### src/rtl/sfc_pkg.sv
package sfc_pkg;
  typedef enum logic [2:0] {
    K_READ   = 3'd0,
    K_WRITE  = 3'd1,
    K_ERASE  = 3'd2,
    K_RDLAST = 3'd3,
    K_WRLAST = 3'd4
  } op_kind_e;

  typedef enum logic [3:0] {
    OC_STAT    = 4'h0,
    OC_SETADDR = 4'h1,
    OC_INC     = 4'h2,
    OC_READ    = 4'h3,
    OC_WRITE   = 4'h4,
    OC_ERASE   = 4'h5,
    OC_SHIN    = 4'h6,
    OC_SHOUT   = 4'h7,
    OC_RDLAST  = 4'hA,
    OC_WEN     = 4'hC,
    OC_WDIS    = 4'hD,
    OC_WRLAST  = 4'hE
  } opc_e;

  typedef enum logic [3:0] {
    S_IDLE, S_CMD, S_ARG1, S_ARG2, S_SEC, S_SHIN, S_SHOUT, S_STAT, S_SKIP
  } st_e;

  localparam int BYTE_W = 8;
  localparam logic [BYTE_W-1:0] SEC_CODE = 8'h55;
endpackage

### src/rtl/sfc_sync.sv
module sfc_sync #(
  parameter int N        = 3,
  parameter int STAGES   = 2,
  parameter int EDGE_IDX = 1,
  parameter logic [N-1:0] RST_VAL = '0
) (
  input  logic         clk_i,
  input  logic         rst_ni,
  input  logic [N-1:0] d_i,
  output logic [N-1:0] q_o,
  output logic         rise_o,
  output logic         fall_o
);
  for (genvar g = 0; g < N; g++) begin : g_bit
    logic [STAGES-1:0] pipe_q;
    always_ff @(posedge clk_i or negedge rst_ni) begin
      if (!rst_ni) pipe_q <= {STAGES{RST_VAL[g]}};
      else         pipe_q <= {pipe_q[STAGES-2:0], d_i[g]};
    end
    assign q_o[g] = pipe_q[STAGES-1];
  end

  logic prev_q;
  always_ff @(posedge clk_i or negedge rst_ni) begin
    if (!rst_ni) prev_q <= RST_VAL[EDGE_IDX];
    else         prev_q <= q_o[EDGE_IDX];
  end
  assign rise_o =  q_o[EDGE_IDX] & ~prev_q;
  assign fall_o = ~q_o[EDGE_IDX] &  prev_q;
endmodule

### src/rtl/sfc_opctl.sv
module sfc_opctl import sfc_pkg::*; #(
  parameter logic [7:0] LAST_BLK = 8'd127
) (
  input  logic       clk_i,
  input  logic       rst_ni,
  input  logic       start_i,
  input  logic [2:0] kind_i,
  input  logic [7:0] blk_i,
  input  logic       wen_set_i,
  input  logic       wen_clr_i,
  input  logic       done_i,
  input  logic       ok_i,
  output logic       busy_o,
  output logic       wen_o,
  output logic       pass_o
);
  logic     busy_q, wen_q, pass_q;
  op_kind_e run_q;
  logic     run_destr;

  assign run_destr = (run_q == K_WRITE) || (run_q == K_WRLAST) || (run_q == K_ERASE);

  always_ff @(posedge clk_i or negedge rst_ni) begin
    if (!rst_ni) begin
      busy_q <= 1'b0;
      wen_q  <= 1'b0;
      pass_q <= 1'b0;
      run_q  <= K_READ;
    end else begin
      if (start_i) begin
        busy_q <= 1'b1;
        run_q  <= op_kind_e'(kind_i);
      end else if (done_i && busy_q) begin
        busy_q <= 1'b0;
        if (run_destr) pass_q <= ok_i;
      end
      if (wen_set_i)      wen_q <= 1'b1;
      else if (wen_clr_i) wen_q <= 1'b0;
    end
  end

  assign busy_o = busy_q;
  assign wen_o  = wen_q;
  assign pass_o = pass_q;

  a_r8_no_start_busy: assert property (@(posedge clk_i) disable iff (!rst_ni)
    start_i |-> !busy_q);
  a_r6_wen_gate: assert property (@(posedge clk_i) disable iff (!rst_ni)
    start_i && (kind_i == K_WRITE || kind_i == K_WRLAST || kind_i == K_ERASE) |-> wen_q);
  a_r7_erase_not_last: assert property (@(posedge clk_i) disable iff (!rst_ni)
    start_i && kind_i == K_ERASE |-> blk_i != LAST_BLK);
  a_r12_busy_from_req: assert property (@(posedge clk_i) disable iff (!rst_ni)
    $rose(busy_q) |-> $past(start_i));
endmodule

### src/rtl/sfc_sdo.sv
module sfc_sdo #(
  parameter int BW = 8
) (
  input  logic          clk_i,
  input  logic          rst_ni,
  input  logic          cs_act_i,
  input  logic          busy_i,
  input  logic          drive_i,
  input  logic          stat_load_i,
  input  logic [BW-1:0] stat_byte_i,
  input  logic          pres_stat_i,
  input  logic          pres_data_i,
  input  logic          data_bit_i,
  output logic          sdo_o,
  output logic          sdo_oe_o
);
  logic [BW-1:0] stat_q;
  logic          out_q;

  always_ff @(posedge clk_i or negedge rst_ni) begin
    if (!rst_ni) begin
      stat_q <= '0;
      out_q  <= 1'b1;
    end else begin
      if (stat_load_i) stat_q <= stat_byte_i;
      else if (pres_stat_i) begin
        out_q  <= stat_q[BW-1];
        stat_q <= {stat_q[BW-2:0], 1'b0};
      end else if (pres_data_i) out_q <= data_bit_i;
    end
  end

  assign sdo_o    = drive_i ? out_q : ~busy_i;
  assign sdo_oe_o = cs_act_i;
endmodule

### src/rtl/sfc_fsm.sv
module sfc_fsm import sfc_pkg::*; #(
  parameter logic [7:0] LAST_BLK = 8'd127,
  parameter bit         LARGE    = 1'b0
) (
  input  logic       clk_i,
  input  logic       rst_ni,
  input  logic       cs_act_i,
  input  logic       rise_i,
  input  logic       fall_i,
  input  logic       sdi_i,
  input  logic       busy_i,
  input  logic       wen_i,
  input  logic       pass_i,
  input  logic       sh_dout_i,
  output logic       start_o,
  output logic [2:0] kind_o,
  output logic [7:0] blk_o,
  output logic       wen_set_o,
  output logic       wen_clr_o,
  output logic       addr_load_o,
  output logic [7:0] addr_blk_o,
  output logic [7:0] addr_page_o,
  output logic       addr_inc_o,
  output logic       sh_step_o,
  output logic       sh_bit_o,
  output logic       stat_load_o,
  output logic [7:0] stat_byte_o,
  output logic       pres_stat_o,
  output logic       pres_data_o,
  output logic       drive_o
);
  st_e       state_q;
  opc_e      opc_q;
  op_kind_e  kind_q;
  logic [2:0] bcnt_q;
  logic [6:0] rx_q;
  logic [7:0] arg_q, cnt_q, blk_q, ablk_q, apage_q;
  logic       fin_q, start_q, wset_q, wclr_q, aload_q, ainc_q, step_q, bit_q;

  logic [7:0] byte_w;
  opc_e       opc_w;
  logic       recv, byte_done, sec_ok;

  assign byte_w    = {rx_q, sdi_i};
  assign opc_w     = opc_e'(byte_w[6:3]);
  assign recv      = (state_q == S_CMD) || (state_q == S_ARG1) ||
                     (state_q == S_ARG2) || (state_q == S_SEC);
  assign byte_done = cs_act_i && rise_i && recv && (bcnt_q == 3'd7);
  assign sec_ok    = (byte_w == SEC_CODE) && wen_i && !busy_i;

  always_ff @(posedge clk_i or negedge rst_ni) begin
    if (!rst_ni) begin
      state_q <= S_IDLE;
      opc_q   <= OC_STAT;
      kind_q  <= K_READ;
      bcnt_q  <= '0;
      rx_q    <= '0;
      arg_q   <= '0;
      cnt_q   <= '0;
      blk_q   <= '0;
      ablk_q  <= '0;
      apage_q <= '0;
      fin_q   <= 1'b0;
      start_q <= 1'b0;
      wset_q  <= 1'b0;
      wclr_q  <= 1'b0;
      aload_q <= 1'b0;
      ainc_q  <= 1'b0;
      step_q  <= 1'b0;
      bit_q   <= 1'b0;
    end else begin
      start_q <= 1'b0;
      wset_q  <= 1'b0;
      wclr_q  <= 1'b0;
      aload_q <= 1'b0;
      ainc_q  <= 1'b0;
      step_q  <= 1'b0;
      if (!cs_act_i) begin
        state_q <= S_IDLE;
        bcnt_q  <= '0;
        fin_q   <= 1'b0;
      end else begin
        unique case (state_q)
          S_IDLE: if (rise_i && sdi_i) begin
            state_q <= S_CMD;
            rx_q    <= 7'd1;
            bcnt_q  <= 3'd1;
          end
          S_CMD, S_ARG1, S_ARG2, S_SEC: if (rise_i) begin
            rx_q   <= {rx_q[5:0], sdi_i};
            bcnt_q <= bcnt_q + 3'd1;
            if (bcnt_q == 3'd7) begin
              bcnt_q <= '0;
              if (state_q == S_CMD) begin
                opc_q <= opc_w;
                if (byte_w[2:0] != 3'b000) state_q <= S_SKIP;
                else begin
                  case (opc_w)
                    OC_STAT: begin
                      state_q <= S_STAT;
                      cnt_q   <= 8'd7;
                      fin_q   <= 1'b0;
                    end
                    OC_SETADDR, OC_ERASE: state_q <= S_ARG1;
                    OC_SHIN, OC_SHOUT:    state_q <= busy_i ? S_SKIP : S_ARG1;
                    OC_WRITE, OC_WRLAST:  state_q <= S_SEC;
                    OC_INC: begin
                      ainc_q  <= 1'b1;
                      state_q <= S_IDLE;
                    end
                    OC_READ, OC_RDLAST: begin
                      state_q <= S_IDLE;
                      if (!busy_i) begin
                        start_q <= 1'b1;
                        kind_q  <= (opc_w == OC_READ) ? K_READ : K_RDLAST;
                        blk_q   <= '0;
                      end
                    end
                    OC_WEN: begin
                      wset_q  <= 1'b1;
                      state_q <= S_IDLE;
                    end
                    OC_WDIS: begin
                      wclr_q  <= 1'b1;
                      state_q <= S_IDLE;
                    end
                    default: state_q <= S_SKIP;
                  endcase
                end
              end else if (state_q == S_ARG1) begin
                arg_q <= byte_w;
                case (opc_q)
                  OC_SETADDR: state_q <= S_ARG2;
                  OC_ERASE:   state_q <= S_SEC;
                  OC_SHIN: begin
                    cnt_q   <= byte_w;
                    state_q <= S_SHIN;
                  end
                  OC_SHOUT: begin
                    cnt_q   <= byte_w;
                    fin_q   <= 1'b0;
                    state_q <= S_SHOUT;
                  end
                  default: state_q <= S_SKIP;
                endcase
              end else if (state_q == S_ARG2) begin
                aload_q <= 1'b1;
                ablk_q  <= arg_q;
                apage_q <= byte_w;
                state_q <= S_IDLE;
              end else begin
                state_q <= S_IDLE;
                if (sec_ok) begin
                  if (opc_q == OC_ERASE) begin
                    if (arg_q != LAST_BLK) begin
                      start_q <= 1'b1;
                      kind_q  <= K_ERASE;
                      blk_q   <= arg_q;
                    end
                  end else begin
                    start_q <= 1'b1;
                    kind_q  <= (opc_q == OC_WRITE) ? K_WRITE : K_WRLAST;
                    blk_q   <= '0;
                  end
                end
              end
            end
          end
          S_SHIN: if (rise_i) begin
            step_q <= 1'b1;
            bit_q  <= sdi_i;
            if (cnt_q == 8'd0) state_q <= S_IDLE;
            else               cnt_q   <= cnt_q - 8'd1;
          end
          S_SHOUT: if (fall_i) begin
            if (fin_q) state_q <= S_IDLE;
            else begin
              step_q <= 1'b1;
              bit_q  <= sh_dout_i;
              if (cnt_q == 8'd0) fin_q <= 1'b1;
              else               cnt_q <= cnt_q - 8'd1;
            end
          end
          S_STAT: if (fall_i) begin
            if (fin_q)              state_q <= S_IDLE;
            else if (cnt_q == 8'd0) fin_q   <= 1'b1;
            else                    cnt_q   <= cnt_q - 8'd1;
          end
          S_SKIP: ;
          default: state_q <= S_IDLE;
        endcase
      end
    end
  end

  assign stat_load_o = byte_done && (state_q == S_CMD) &&
                       (byte_w[2:0] == 3'b000) && (opc_w == OC_STAT);
  assign stat_byte_o = {~busy_i, pass_i, wen_i, 4'b0000, LARGE};
  assign pres_stat_o = cs_act_i && fall_i && (state_q == S_STAT)  && !fin_q;
  assign pres_data_o = cs_act_i && fall_i && (state_q == S_SHOUT) && !fin_q;
  assign drive_o     = (state_q == S_STAT) || (state_q == S_SHOUT);

  assign start_o     = start_q;
  assign kind_o      = kind_q;
  assign blk_o       = blk_q;
  assign wen_set_o   = wset_q;
  assign wen_clr_o   = wclr_q;
  assign addr_load_o = aload_q;
  assign addr_blk_o  = ablk_q;
  assign addr_page_o = apage_q;
  assign addr_inc_o  = ainc_q;
  assign sh_step_o   = step_q;
  assign sh_bit_o    = bit_q;

  a_r10_step_src: assert property (@(posedge clk_i) disable iff (!rst_ni)
    step_q |-> $past(state_q == S_SHIN || state_q == S_SHOUT));
  a_r2_skip_quiet: assert property (@(posedge clk_i) disable iff (!rst_ni)
    state_q == S_SKIP |-> !start_q && !wset_q && !wclr_q && !aload_q);
endmodule

### src/rtl/sflash_cmd_dec.sv
module sflash_cmd_dec #(
  parameter logic [7:0] LAST_BLK = 8'd127,
  parameter bit         LARGE    = 1'b0,
  parameter int         SYNC_N   = 2
) (
  input  logic       clk_i,
  input  logic       rst_ni,
  input  logic       cs_ni,
  input  logic       sck_i,
  input  logic       sdi_i,
  output logic       sdo_o,
  output logic       sdo_oe_o,
  output logic       addr_load_o,
  output logic [7:0] addr_blk_o,
  output logic [7:0] addr_page_o,
  output logic       addr_inc_o,
  output logic       sh_step_o,
  output logic       sh_bit_o,
  input  logic       sh_dout_i,
  output logic       op_req_o,
  output logic [2:0] op_kind_o,
  output logic [7:0] op_blk_o,
  input  logic       op_done_i,
  input  logic       op_ok_i
);
  logic [2:0] pins_q;
  logic       rise, fall;
  logic       busy, wen, pass, start, wset, wclr;
  logic       stat_load, pres_stat, pres_data, drive;
  logic [7:0] stat_byte;

  // bit 0 chip-select active, bit 1 serial clock, bit 2 serial data
  sfc_sync #(.N(3), .STAGES(SYNC_N), .EDGE_IDX(1), .RST_VAL(3'b000)) u_sync (
    .clk_i, .rst_ni,
    .d_i    ({sdi_i, sck_i, ~cs_ni}),
    .q_o    (pins_q),
    .rise_o (rise),
    .fall_o (fall)
  );

  sfc_fsm #(.LAST_BLK(LAST_BLK), .LARGE(LARGE)) u_fsm (
    .clk_i, .rst_ni,
    .cs_act_i    (pins_q[0]),
    .rise_i      (rise),
    .fall_i      (fall),
    .sdi_i       (pins_q[2]),
    .busy_i      (busy),
    .wen_i       (wen),
    .pass_i      (pass),
    .sh_dout_i   (sh_dout_i),
    .start_o     (start),
    .kind_o      (op_kind_o),
    .blk_o       (op_blk_o),
    .wen_set_o   (wset),
    .wen_clr_o   (wclr),
    .addr_load_o (addr_load_o),
    .addr_blk_o  (addr_blk_o),
    .addr_page_o (addr_page_o),
    .addr_inc_o  (addr_inc_o),
    .sh_step_o   (sh_step_o),
    .sh_bit_o    (sh_bit_o),
    .stat_load_o (stat_load),
    .stat_byte_o (stat_byte),
    .pres_stat_o (pres_stat),
    .pres_data_o (pres_data),
    .drive_o     (drive)
  );

  sfc_opctl #(.LAST_BLK(LAST_BLK)) u_opctl (
    .clk_i, .rst_ni,
    .start_i   (start),
    .kind_i    (op_kind_o),
    .blk_i     (op_blk_o),
    .wen_set_i (wset),
    .wen_clr_i (wclr),
    .done_i    (op_done_i),
    .ok_i      (op_ok_i),
    .busy_o    (busy),
    .wen_o     (wen),
    .pass_o    (pass)
  );

  sfc_sdo #(.BW(8)) u_sdo (
    .clk_i, .rst_ni,
    .cs_act_i    (pins_q[0]),
    .busy_i      (busy),
    .drive_i     (drive),
    .stat_load_i (stat_load),
    .stat_byte_i (stat_byte),
    .pres_stat_i (pres_stat),
    .pres_data_i (pres_data),
    .data_bit_i  (sh_dout_i),
    .sdo_o       (sdo_o),
    .sdo_oe_o    (sdo_oe_o)
  );

  assign op_req_o = start;
endmodule

### config.mk
export PLATFORM = sky130hd
export DESIGN_NAME = sflash_cmd_dec
export DESIGN_NICKNAME = d
export VERILOG_FILES = /design/src/rtl/sfc_pkg.sv /design/src/rtl/sfc_sync.sv /design/src/rtl/sfc_opctl.sv /design/src/rtl/sfc_sdo.sv /design/src/rtl/sfc_fsm.sv /design/src/rtl/sflash_cmd_dec.sv
export SDC_FILE = /design/constraint.sdc
export NUM_CORES = 1
export LEC_CHECK = 0
export ABC_AREA = 0
export CORE_AREA = 5 5 126 128
export DETAILED_ROUTE_END_ITERATION = 12
export DIE_AREA = 0 0 131 133
export PLACE_DENSITY = 0.56
export SYNTH_ARGS = -nofsm -noshare
export SYNTH_HDL_FRONTEND = slang
export SYNTH_SLANG_ARGS = --single-unit
### constraint.sdc
create_clock -name clk_i -period 3.28 [get_ports clk_i]
set_clock_uncertainty 0.15 [all_clocks]
set_input_delay 0.328 -clock clk_i [delete_from_list [all_inputs] [get_ports clk_i]]
set_output_delay 0.328 -clock clk_i [all_outputs]
set_load 0.01 [all_outputs]
== Yosys cells after proc, flatten, opt, wreduce, memory -nomap -nowiden ==
Index checks and enable logic that the tools add are counted.

* Bits of input ports: 8
* Word-level logic and storage cells: 284
* Register bits: 91
* Output and inout port bits: 34

* $add $sub $neg: 2
* Bitwise logic cells: 10
* Multiplexer cells: 126
* Eq/ne operators: 62
* Reductions and logical operators: 56

{| class="wikitable"
|+ Operators by type and width
! operator !! count
|-
| 2-to-1 mux 8 bit || 22
|-
| 2-to-1 mux 1 bit || 66
|-
| == test 4 x 3 -> 1 bit, second input constant || 12
|-
| 2-to-1 mux 4 bit || 12
|-
| 2-to-1 mux 3 bit || 14
|-
| case mux 4 bit (5 select lines) || 2
|-
| inequality test 3 x 2 -> 1 bit, second input constant || 10
|-
| case mux 8 bit (3 select lines) || 1
|-
| AND reduction 11 bit || 2
|-
| == test 4 bit, second input constant || 5
|-
| == test 4 x 2 -> 1 bit, second input constant || 4
|-
| inequality test 2 x 1 -> 1 bit, second input constant || 8
|-
| case mux 4 bit (4 select lines) || 1
|-
| AND reduction 8 bit || 2
|-
| logical AND 1 bit || 15
|-
| 2-to-1 mux 7 bit || 2
|-
| case mux 7 bit (2 select lines) || 1
|-
| nonzero test 2 bit || 7
|-
| == test 4 x 1 -> 1 bit, second input constant || 3
|-
| inequality test 2 bit, second input constant || 6
|-
| OR reduction 2 bit || 6
|-
| AND reduction 5 bit || 2
|-
| == test 8 x 7 -> 1 bit, second input constant || 1
|-
| logical NOT 4 bit || 2
|-
| other kinds (28) || 50
|}

== Longest topological paths before layout ==
Gate-level depths: netlist (run 1).

* Depth in word-level cells: 11
* Mapped depth: 9

== Hierarchy ==
A second synthesis (run 1) with hierarchy kept.

* Cells, all modules: 424
* Area total of the unflattened synthesis: 4,571.9 sq um

{| class="wikitable"
|+ Modules (own cells, without submodules)
! module !! cells each !! area each (sq um) !! times used
|-
| sfc_fsm || 349 || 3,646.0 || 1
|-
| sfc_sdo || 44 || 451.7 || 1
|-
| sfc_opctl || 18 || 257.7 || 1
|-
| sfc_sync || 12 || 212.7 || 1
|-
| sflash_cmd_dec || 1 || 3.8 || 1
|}

== Worst setup path before layout (run 1) ==
Ideal clock, no wire load.

* Path kind: reg2reg
* From: register u_fsm.state_q[0]
* To: register u_fsm.blk_q[0], in the netlist u_fsm.blk_o[0]
* Arrival: 2.238 ns
* Library setup time: 0.079 ns
* Data required time: 3.051 ns
* Slack: 0.813 ns
* Period minus slack after synthesis: 2.467 ns
* Stages on the path, launching flop included: 9
* Cells stage by stage: dfrtp_1 buf_6 o21a_4 or4_4 buf_6 a2111oi_4 a21boi_2 buf_6 mux2i_1

* Word-level cells in the longest chain between the ends: 3
* Elaborated cells between the ends (all ways): 14
* Those cells by class: eq/ne: 10; mux: 1; reduce/logical: 3

{| class="wikitable"
|+ Ends and longest elaborated chain
! item !! RTL line !! RTL
|-
| start: declaration || sfc_fsm.sv:32 || <nowiki>st_e state_q;</nowiki>
|-
| start signal: assignment || sfc_fsm.sv:105 || <nowiki>OC_SHIN, OC_SHOUT: state_q <= busy_i ? S_SKIP : S_ARG1;</nowiki>
|-
| == test 4 x 1 -> 1 bit (tied with other cells) || sfc_fsm.sv:83, sfc_fsm.sv:94 ||
|-
| inequality test 3 x 2 -> 1 bit (no line) (tied with other cells) || -- ||
|-
| AND reduction 11 bit (no line) || -- ||
|-
| end signal: assignment || sfc_fsm.sv:158 || <nowiki>blk_q <= arg_q;</nowiki>
|-
| end: declaration || sfc_fsm.sv:37 || <nowiki>logic [7:0] arg_q, cnt_q, blk_q, ablk_q, apage_q;</nowiki>
|}

Several ways; a longest one is shown, not always the timed one.
A chain may end at the register's enable or synchronous reset.

== Worst setup path in the final report (run 1) ==
* From: register u_fsm.state_q[2]
* To: register u_fsm.blk_q[4], in the netlist u_fsm.blk_o[4]

Same word-level chain as after synthesis.

==> results of run 1 <==
Yosys cell counts, types with 3 or more instances:
cell type  instances
dfrtp_1           85
mux2_2            27
nand2_1           26
inv_1             22
o21ai_0           20
nor2_1            17
a21oi_1           15
nor3_1            13
clkbuf_1          12
mux2i_1           11
a22o_1             9
nand3_1            9
nor4_1             8
nand2b_1           7
buf_6              6
nand3b_1           6
or3_1              6
a21o_1             5
and3_1             5
a22oi_1            4
a31oi_1            4
ha_1               4
nand4b_1           4
o31ai_1            4
or4_1              4
a32oi_1            3
mux2_1             3
o22a_1             3
o22ai_1            3
xnor2_1            3
kinds of logic (layout without fill, tap and decap cells):
logic type / count (synthesis) / count (layout) / share of synthesized area [%]
AND/OR/NAND/NOR: 123 / 123 / 16.5
AO/OA/AOI/OAI: 94 / 94 / 16.2
flip-flops: 86 / 86 / 50.2
multiplexers: 41 / 41 / 10.4
buffers and inverters: 41 / 94 / 4.67
adder cells (fa/ha/maj): 4 / 4 / 1.17
XOR/XNOR: 4 / 4 / 0.817
cell type report:
cell class | count | area, um2
Fill cell | 1485 | 9520
Sequential cell | 86 | 2150
Clock inverter | 4 | 55.1
Clock buffer | 11 | 243
Tap cell | 188 | 235
Multi-Input combinational cell | 266 | 1930
Inverter | 22 | 82.6
Timing Repair Buffer | 57 | 531
metrics by stage:
| stage | cells | worst slack (ns) | area (um2) | total power, uW | utilization (%) |
|---|---|---|---|---|---|
| after detailed placement | 618 | 0.593 | 4930 | 1750 | 33.4 |
| after floorplan | 393 | 0.813 | 4290 | 1570 | - |
| after CTS | 634 | 0.575 | 5230 | 2810 | 35.5 |
| after global routing | 634 | 0.415 | 5230 | 2930 | 35.5 |
| after global placement | 618 | 0.707 | 4930 | 1740 | 33.4 |
| final | 634 | 0.592 | 5230 | 2770 | 35.5 |
routing by layer:
layer,wire length (um),GRT usage (%),share of wire [%]
met3,563,3.39,5.1
met5,0,0,0
met1,5160,18.5,46
met2,5190,21.2,47
met4,190,4.74,1.7
what timing repair did:
item                                   4_1_cts  5_1_grt
endpoints found under the hold margin        8        0
gates resized for setup                      0        0
hold buffers                                 1        0
registers in the layout, summed over array words and instances, names as in the netlist, 4 cells and up:
register / count
u_fsm.blk_o: 8
u_fsm.state_q: 4
u_fsm.cnt_q: 8
u_fsm.arg_q: 8
u_sync.g_bit.pipe_q: 6
u_fsm.addr_blk_o: 8
u_fsm.opc_q: 4
u_fsm.addr_page_o: 8
u_fsm.rx_q: 7
path summary, 6_finish.rpt:
check	endpoint	slack, ns	cells past startpoint
worst max-delay path	u_fsm.blk_o[4]$_DFFE_PN0P_	0.59	6
worst min-delay path	u_sync.g_bit[1].pipe_q[1]$_DFF_PN0_	0.20	0
worst max register to register	u_fsm.blk_o[4]$_DFFE_PN0P_	0.59	6
worst min register to register	u_sync.g_bit[1].pipe_q[1]$_DFF_PN0_	0.20	0
max in group asynchronous	u_fsm.state_q[1]$_DFFE_PN0P_	1.75	3
min in group asynchronous	u_opctl.busy_o$_DFFE_PN0P_	0.50	2
critical path, delay by kind of cell, from the launching register on:
family	cells	cell delay [ns]
and+or+nand+nor	2	0.82
DFF	1	0.60
AOI/OAI and AO/OA	2	0.59
muxes	1	0.22
buffers and inverters	1	0.21
power by group:
group | switching [uW] | internal, uW
combinational | 316 | 199
sequential | 107 | 1120
clock | 423 | 612
total | 845 | 1930
==> summary.txt, run 1 <==
Worst setup path
  – Crit path from: u_fsm.state_q[2]$_DFFE_PN0P_
  – Startpoint Class: flop
  – Cell breakdown of the critical path: nor3_2 > or4_4 > a2111oi_4 > a21boi_2 > buf_4 > mux2i_1
  – CP Data Required Time: 3.39 ns
  – Crit end category: flop
  – Critical path arrival: 2.80 ns
  – Crit Path Class: flop to flop
  – R2r startpoint: u_fsm.state_q[2]$_DFFE_PN0P_
  – Slowest CP cell: or4_4
  – Crit-path max FO: 12
  – Crit-path max cell delay: 0.65 ns

STA
  – Final Hold Vio Count: 0
  – FMAX: 372 MHz
  – Fin crit period: 2.69 ns
  – Slew @ Worst Pin: 0.948 ns
  – Unrepaired setup endpoints after global routing: no
  – Count of final max-slew check failures: 0
  – Final period utilization: 82.0%
  – Rel. slew slack: 36.3%
  – Final setup TNS: 0 ns
  – Final hold slack: 0.198 ns
  – Setup violators final: 0

Clocking
  – Clk pin slew, worst setup/hold paths: 0.06 ns
  – Worst-skew pair later-pin latency: 0.35 ns
  – TritonCTS Sinks: 86
  – CTS Buf Count: 9
  – Clk root buf: clkbuf_16
  – H-tree depth: 3
  – CTS tree: built
  – Longest Clk Path Bufs: 2
  – Setup bufs post-CTS: 0

Global routing
  – Global-route wire length before repair: 18900 um
  – Congestion Overflow GR: 0
  – Initial antenna violation count: 0
  – GRT Overall Usage: 13.7%
  – Pin count of the biggest net entering global routing: 71
  – Vias in the first global route: 3521

Final layout
  – Most common cell after layout, fill and taps aside: dfrtp_1
  – Area grow syn2layout: 22.1%
  – Commonest cells after routing, fill and taps aside: dfrtp_1, clkdlybuf4s50_1, mux2_2
  – Share of cells above drive strength 1: 15.9%
  – Antenna cells: 0
  – Net count, final: 454

Logic synthesis
  – Synth top area cells: dfrtp_1, mux2_2, mux2i_1, o21ai_0, nand2_1
  – Largest area contributor in the netlist: dfrtp_1
  – Mean area per synthesized cell: 10.9 um2
  – EDFF count, synth: 0
  – FF+latch count, synth: 86
  – Register area share after synthesis: 50.2%
  – Post-Synthesis Cells: 393
  – Unique masters post-synth: 68
  – Warnings, synthesis: 0
  – Synth top area share: 49.6%
  – Post-synth ARST share: 100%
  – Ys flop type: dfrtp_1
  – Netlist Area Pre-Place: 4290 um2
  – Mapped Nets: 405

Die
  – Core ar.: 14800 um2
  – Initial Utilization: 29.1%
  – I/O Pins: 42
  – # rows: 45
  – Die footprint: 17400 um2
  – Die Span X: 131 um
  – Die height: 133 um

Place
  – Port buffer count: 41
  – Post-DP HPWL: 7680 um
  – RePlAce Congestion: 0.907

Route
  – DRC violations left: 0
  – WL per Instance: 17.5 um
  – Drt pass-1 iters: 4
  – Via/cell ratio: 5.25
  – Drt initial violations: 170
  – Total wire length: 11100 um
  – Final ANT Viol Nets: 0
  – Total number of vias: 3329

Job
  – Max-Cap Viols: 0

Power
  – PwrDens: 530 nW/um2
  – VDD IR max: 0.000293 V
  – P_leak: 0.00223 uW

Hold path
  – Hold path startpoint: u_sync.g_bit[1].pipe_q[0]$_DFF_PN0_
  – Hold crit path type: flop to flop

Run status
  – Outcome: finished, final reports clean
(Power assumes the default switching activity.)
==> inputs of run 2 (changes only) <==
==> constraint.sdc (replaced) <==
create_clock -name clk_i -period 2.5 [get_ports clk_i]
set_clock_uncertainty 0.15 [all_clocks]
set_input_delay 0.25 -clock clk_i [delete_from_list [all_inputs] [get_ports clk_i]]
set_output_delay 0.25 -clock clk_i [all_outputs]
set_load 0.01 [all_outputs]
==> run 2 against run 1 <==
- final cell count increased by 4.1%
- final area increased by 5.0%
- sequential share of layout area decreased by 1.9 points
- critical path type unchanged
- fmax increased by 8.3%
- clock power increased by 32%
- non-clock buffer count increased by 25
- critical endpoint is now u_fsm.blk_o[6]$_DFFE_PN0P_
- critical path depth increased by 2
- flip-flop and latch count unchanged
==> summary.txt, run 2 (synthesized netlist as in run 1, its figures left out) <==
Die
  – Core ar.: 14800 um2 (unchanged)
  – Die Span X: 131 um (unchanged)
  – I/O Pins: 42 (unchanged)
  – # rows: 45 (unchanged)
  – Initial Utilization: 29.1% (unchanged)
  – Die height: 133 um (unchanged)
  – Die footprint: 17400 um2 (unchanged)

STA
  – Fin crit period: 2.48 ns (-0.206 ns)
  – Final setup TNS: 0 ns (unchanged)
  – Unrepaired setup endpoints after global routing: yes
  – Setup violators final: 0 (unchanged)
  – Final Hold Vio Count: 0 (unchanged)
  – Slew @ Worst Pin: 0.762 ns (-0.186 ns)
  – Setup WS post-layout: 0.0173 ns (-0.574 ns)
  – Final period utilization: 99.3% (+17 points)
  – FMAX: 403 MHz (+8.3%)
  – Rel. slew slack: 48.7% (+12 points)
  – Count of final max-slew check failures: 0 (unchanged)

Global routing
  – GRT Overall Usage: 13.5% (-0.15 points)
  – Vias in the first global route: 3467 (-1.5%)
  – Congestion Overflow GR: 0 (unchanged)
  – Pin count of the biggest net entering global routing: 54 (-24%)
  – Initial antenna violation count: 0 (unchanged)
  – Global-route wire length before repair: 18700 um (-0.69%)

Place
  – Place WS: -0.00137 ns (-0.594 ns)
  – Post-DP HPWL: 8090 um (+5.3%)
  – Area post-placement: 5120 um2 (+4.0%)
  – RePlAce Congestion: 0.838 (-7.5%)
  – Port buffer count: 41 (unchanged)

Route
  – Drt pass-1 iters: 4 (unchanged)
  – Final ANT Viol Nets: 0 (unchanged)
  – DRC violations left: 0 (unchanged)
  – Drt initial violations: 206 (+21%)
  – Via/cell ratio: 5.05 (-3.9%)
  – WL per Instance: 17.1 um (-2.6%)
  – Total wire length: 11300 um (+1.4%)
  – Total number of vias: 3330 (+0.030%)

Worst setup path
  – R2r startpoint: u_fsm.bcnt_q[0]$_DFFE_PN0P_
  – Startpoint Class: flop
  – Critical path arrival: 2.60 ns (-0.20 ns)
  – CP Data Required Time: 2.62 ns (-0.77 ns)
  – Reg2Reg Setup Slack: 0.02 ns (-0.57 ns)
  – Crit end category: flop
  – Reg2reg end: u_fsm.blk_o[6]$_DFFE_PN0P_
  – Crit-path max FO: 11 (-1)
  – Crit Path Class: flop to flop
  – Reg2reg path depth: 8 (+2)

Final layout
  – Share of cells above drive strength 1: 22.5% (+6.5 points)
  – Fillcell total: 1504 (+1.3%)
  – Net count, final: 479 (+5.5%)
  – Antenna cells: 0 (unchanged)
  – Register area: 2160 um2 (+0.12%)
  – Commonest cells after routing, fill and taps aside: dfrtp_1, clkdlybuf4s50_1, buf_4
  – Final Cell Area: 5490 um2 (+5.0%)
  – Area grow syn2layout: 28.1%
  – Multi-input gate area: 1970 um2 (+2.1%)
  – Most common cell after layout, fill and taps aside: dfrtp_1
  – Final core utilization: 37.2% (+1.8 points)

Hold path
  – WHS Endpoint: u_sync.g_bit[2].pipe_q[0]$_DFF_PN0_
  – Hold crit path type: input port to flop
  – Hold path startpoint: sdi_i
  – WHS Path Cells: 1 (+1)

Clocking
  – TritonCTS Sinks: 86 (unchanged)
  – Worst-skew pair later-pin latency: 0.35 ns (about the same)
  – Clk pin slew, worst setup/hold paths: 0.07 ns (about the same)
  – H-tree depth: 3 (unchanged)
  – Clk root buf: clkbuf_16
  – Longest Clk Path Bufs: 2 (unchanged)
  – CTS Buf Count: 9 (unchanged)
  – CTS tree: built

Job
  – Max-Cap Viols: 0 (unchanged)

Power
  – VDD IR max: 0.000392 V (+34%)
  – P_leak: 0.00238 uW (+6.6%)
  – PwrDens: 685 nW/um2 (+29%)

Run status
  – Outcome: finished, final reports clean
-- run 2: layer usage --
metal / routed length, um / GRT usage (%) / part of all wire, %
met1: 5440 / 19.2 / 48
met2: 5280 / 20.1 / 47
met3: 443 / 4.24 / 3.9
met4: 97 / 3.09 / 0.86
met5: 0 / 0 / 0
-- run 2: cell type report --
cell class / instances / share of cell area [%]
flip-flops and latches: 86 / 39.2
multi-input cells: 266 / 35.9
repair buffers: 82 / 13.6
well taps: 188 / 4.28
clock buffers: 10 / 4.17
inverters: 22 / 1.50
clock inverters: 6 / 1.28
-- run 2: how the worst max path moves through the flow --
stage,startpoint,slack (ns),end,depth (start not counted)
after detailed placement,u_fsm.bcnt_q[0]$_DFFE_PN0P_,-0.001,u_fsm.blk_o[2]$_DFFE_PN0P_,8
final,u_fsm.bcnt_q[0]$_DFFE_PN0P_,0.02,u_fsm.blk_o[6]$_DFFE_PN0P_,8
after global routing,u_fsm.bcnt_q[0]$_DFFE_PN0P_,-0.09,u_fsm.blk_o[5]$_DFFE_PN0P_,8
after global placement,u_fsm.bcnt_q[0]$_DFFE_PN0P_,0.04,u_fsm.arg_q[5]$_DFFE_PN0P_,8
after CTS,u_fsm.bcnt_q[0]$_DFFE_PN0P_,0.002,u_fsm.arg_q[2]$_DFFE_PN0P_,8
after floorplan,u_fsm.state_q[0]$_DFFE_PN0P_,0.03,u_fsm.blk_o[0]$_DFFE_PN0P_,8
-- run 2: power breakdown --
part           internal [uW]  total [uW]  switching [uW]
sequential              1470        1550            82.9
clock                    783        1370             584
combinational            341         845             504
total                   2590        3760            1170
-- run 2: through the flow --
step	hold WS [ns]	instances	total power [uW]
2_1_floorplan	-0.196	393	2070
3_3_place_gp	0.0879	641	2400
3_5_place_dp	0.0940	641	2400
4_1_cts	0.173	658	3790
5_1_grt	0.174	660	3950
6_report	0.185	660	3760
-- run 2: timing repair --
| action | in CTS | in global routing |
|---|---|---|
| gates cloned | 0 | 0 |
| gates resized for setup | 0 | 11 |
| endpoints found under the hold margin | 32 | 0 |
| pin swaps | 1 | 1 |
| endpoints found under the setup margin | 2 | 28 |
| setup buffers | 0 | 2 |
| hold buffers | 1 | 0 |
-- run 2: critical path, stage by stage, from the launching register on --
cell and delay (ns):
dfrtp_1 0.37, ha_1 0.15, ha_1 0.15, nand3b_1 0.13
or4_4 0.48, a2111oi_4 0.34, a21boi_2 0.27, buf_12 0.16
mux2i_2 0.20
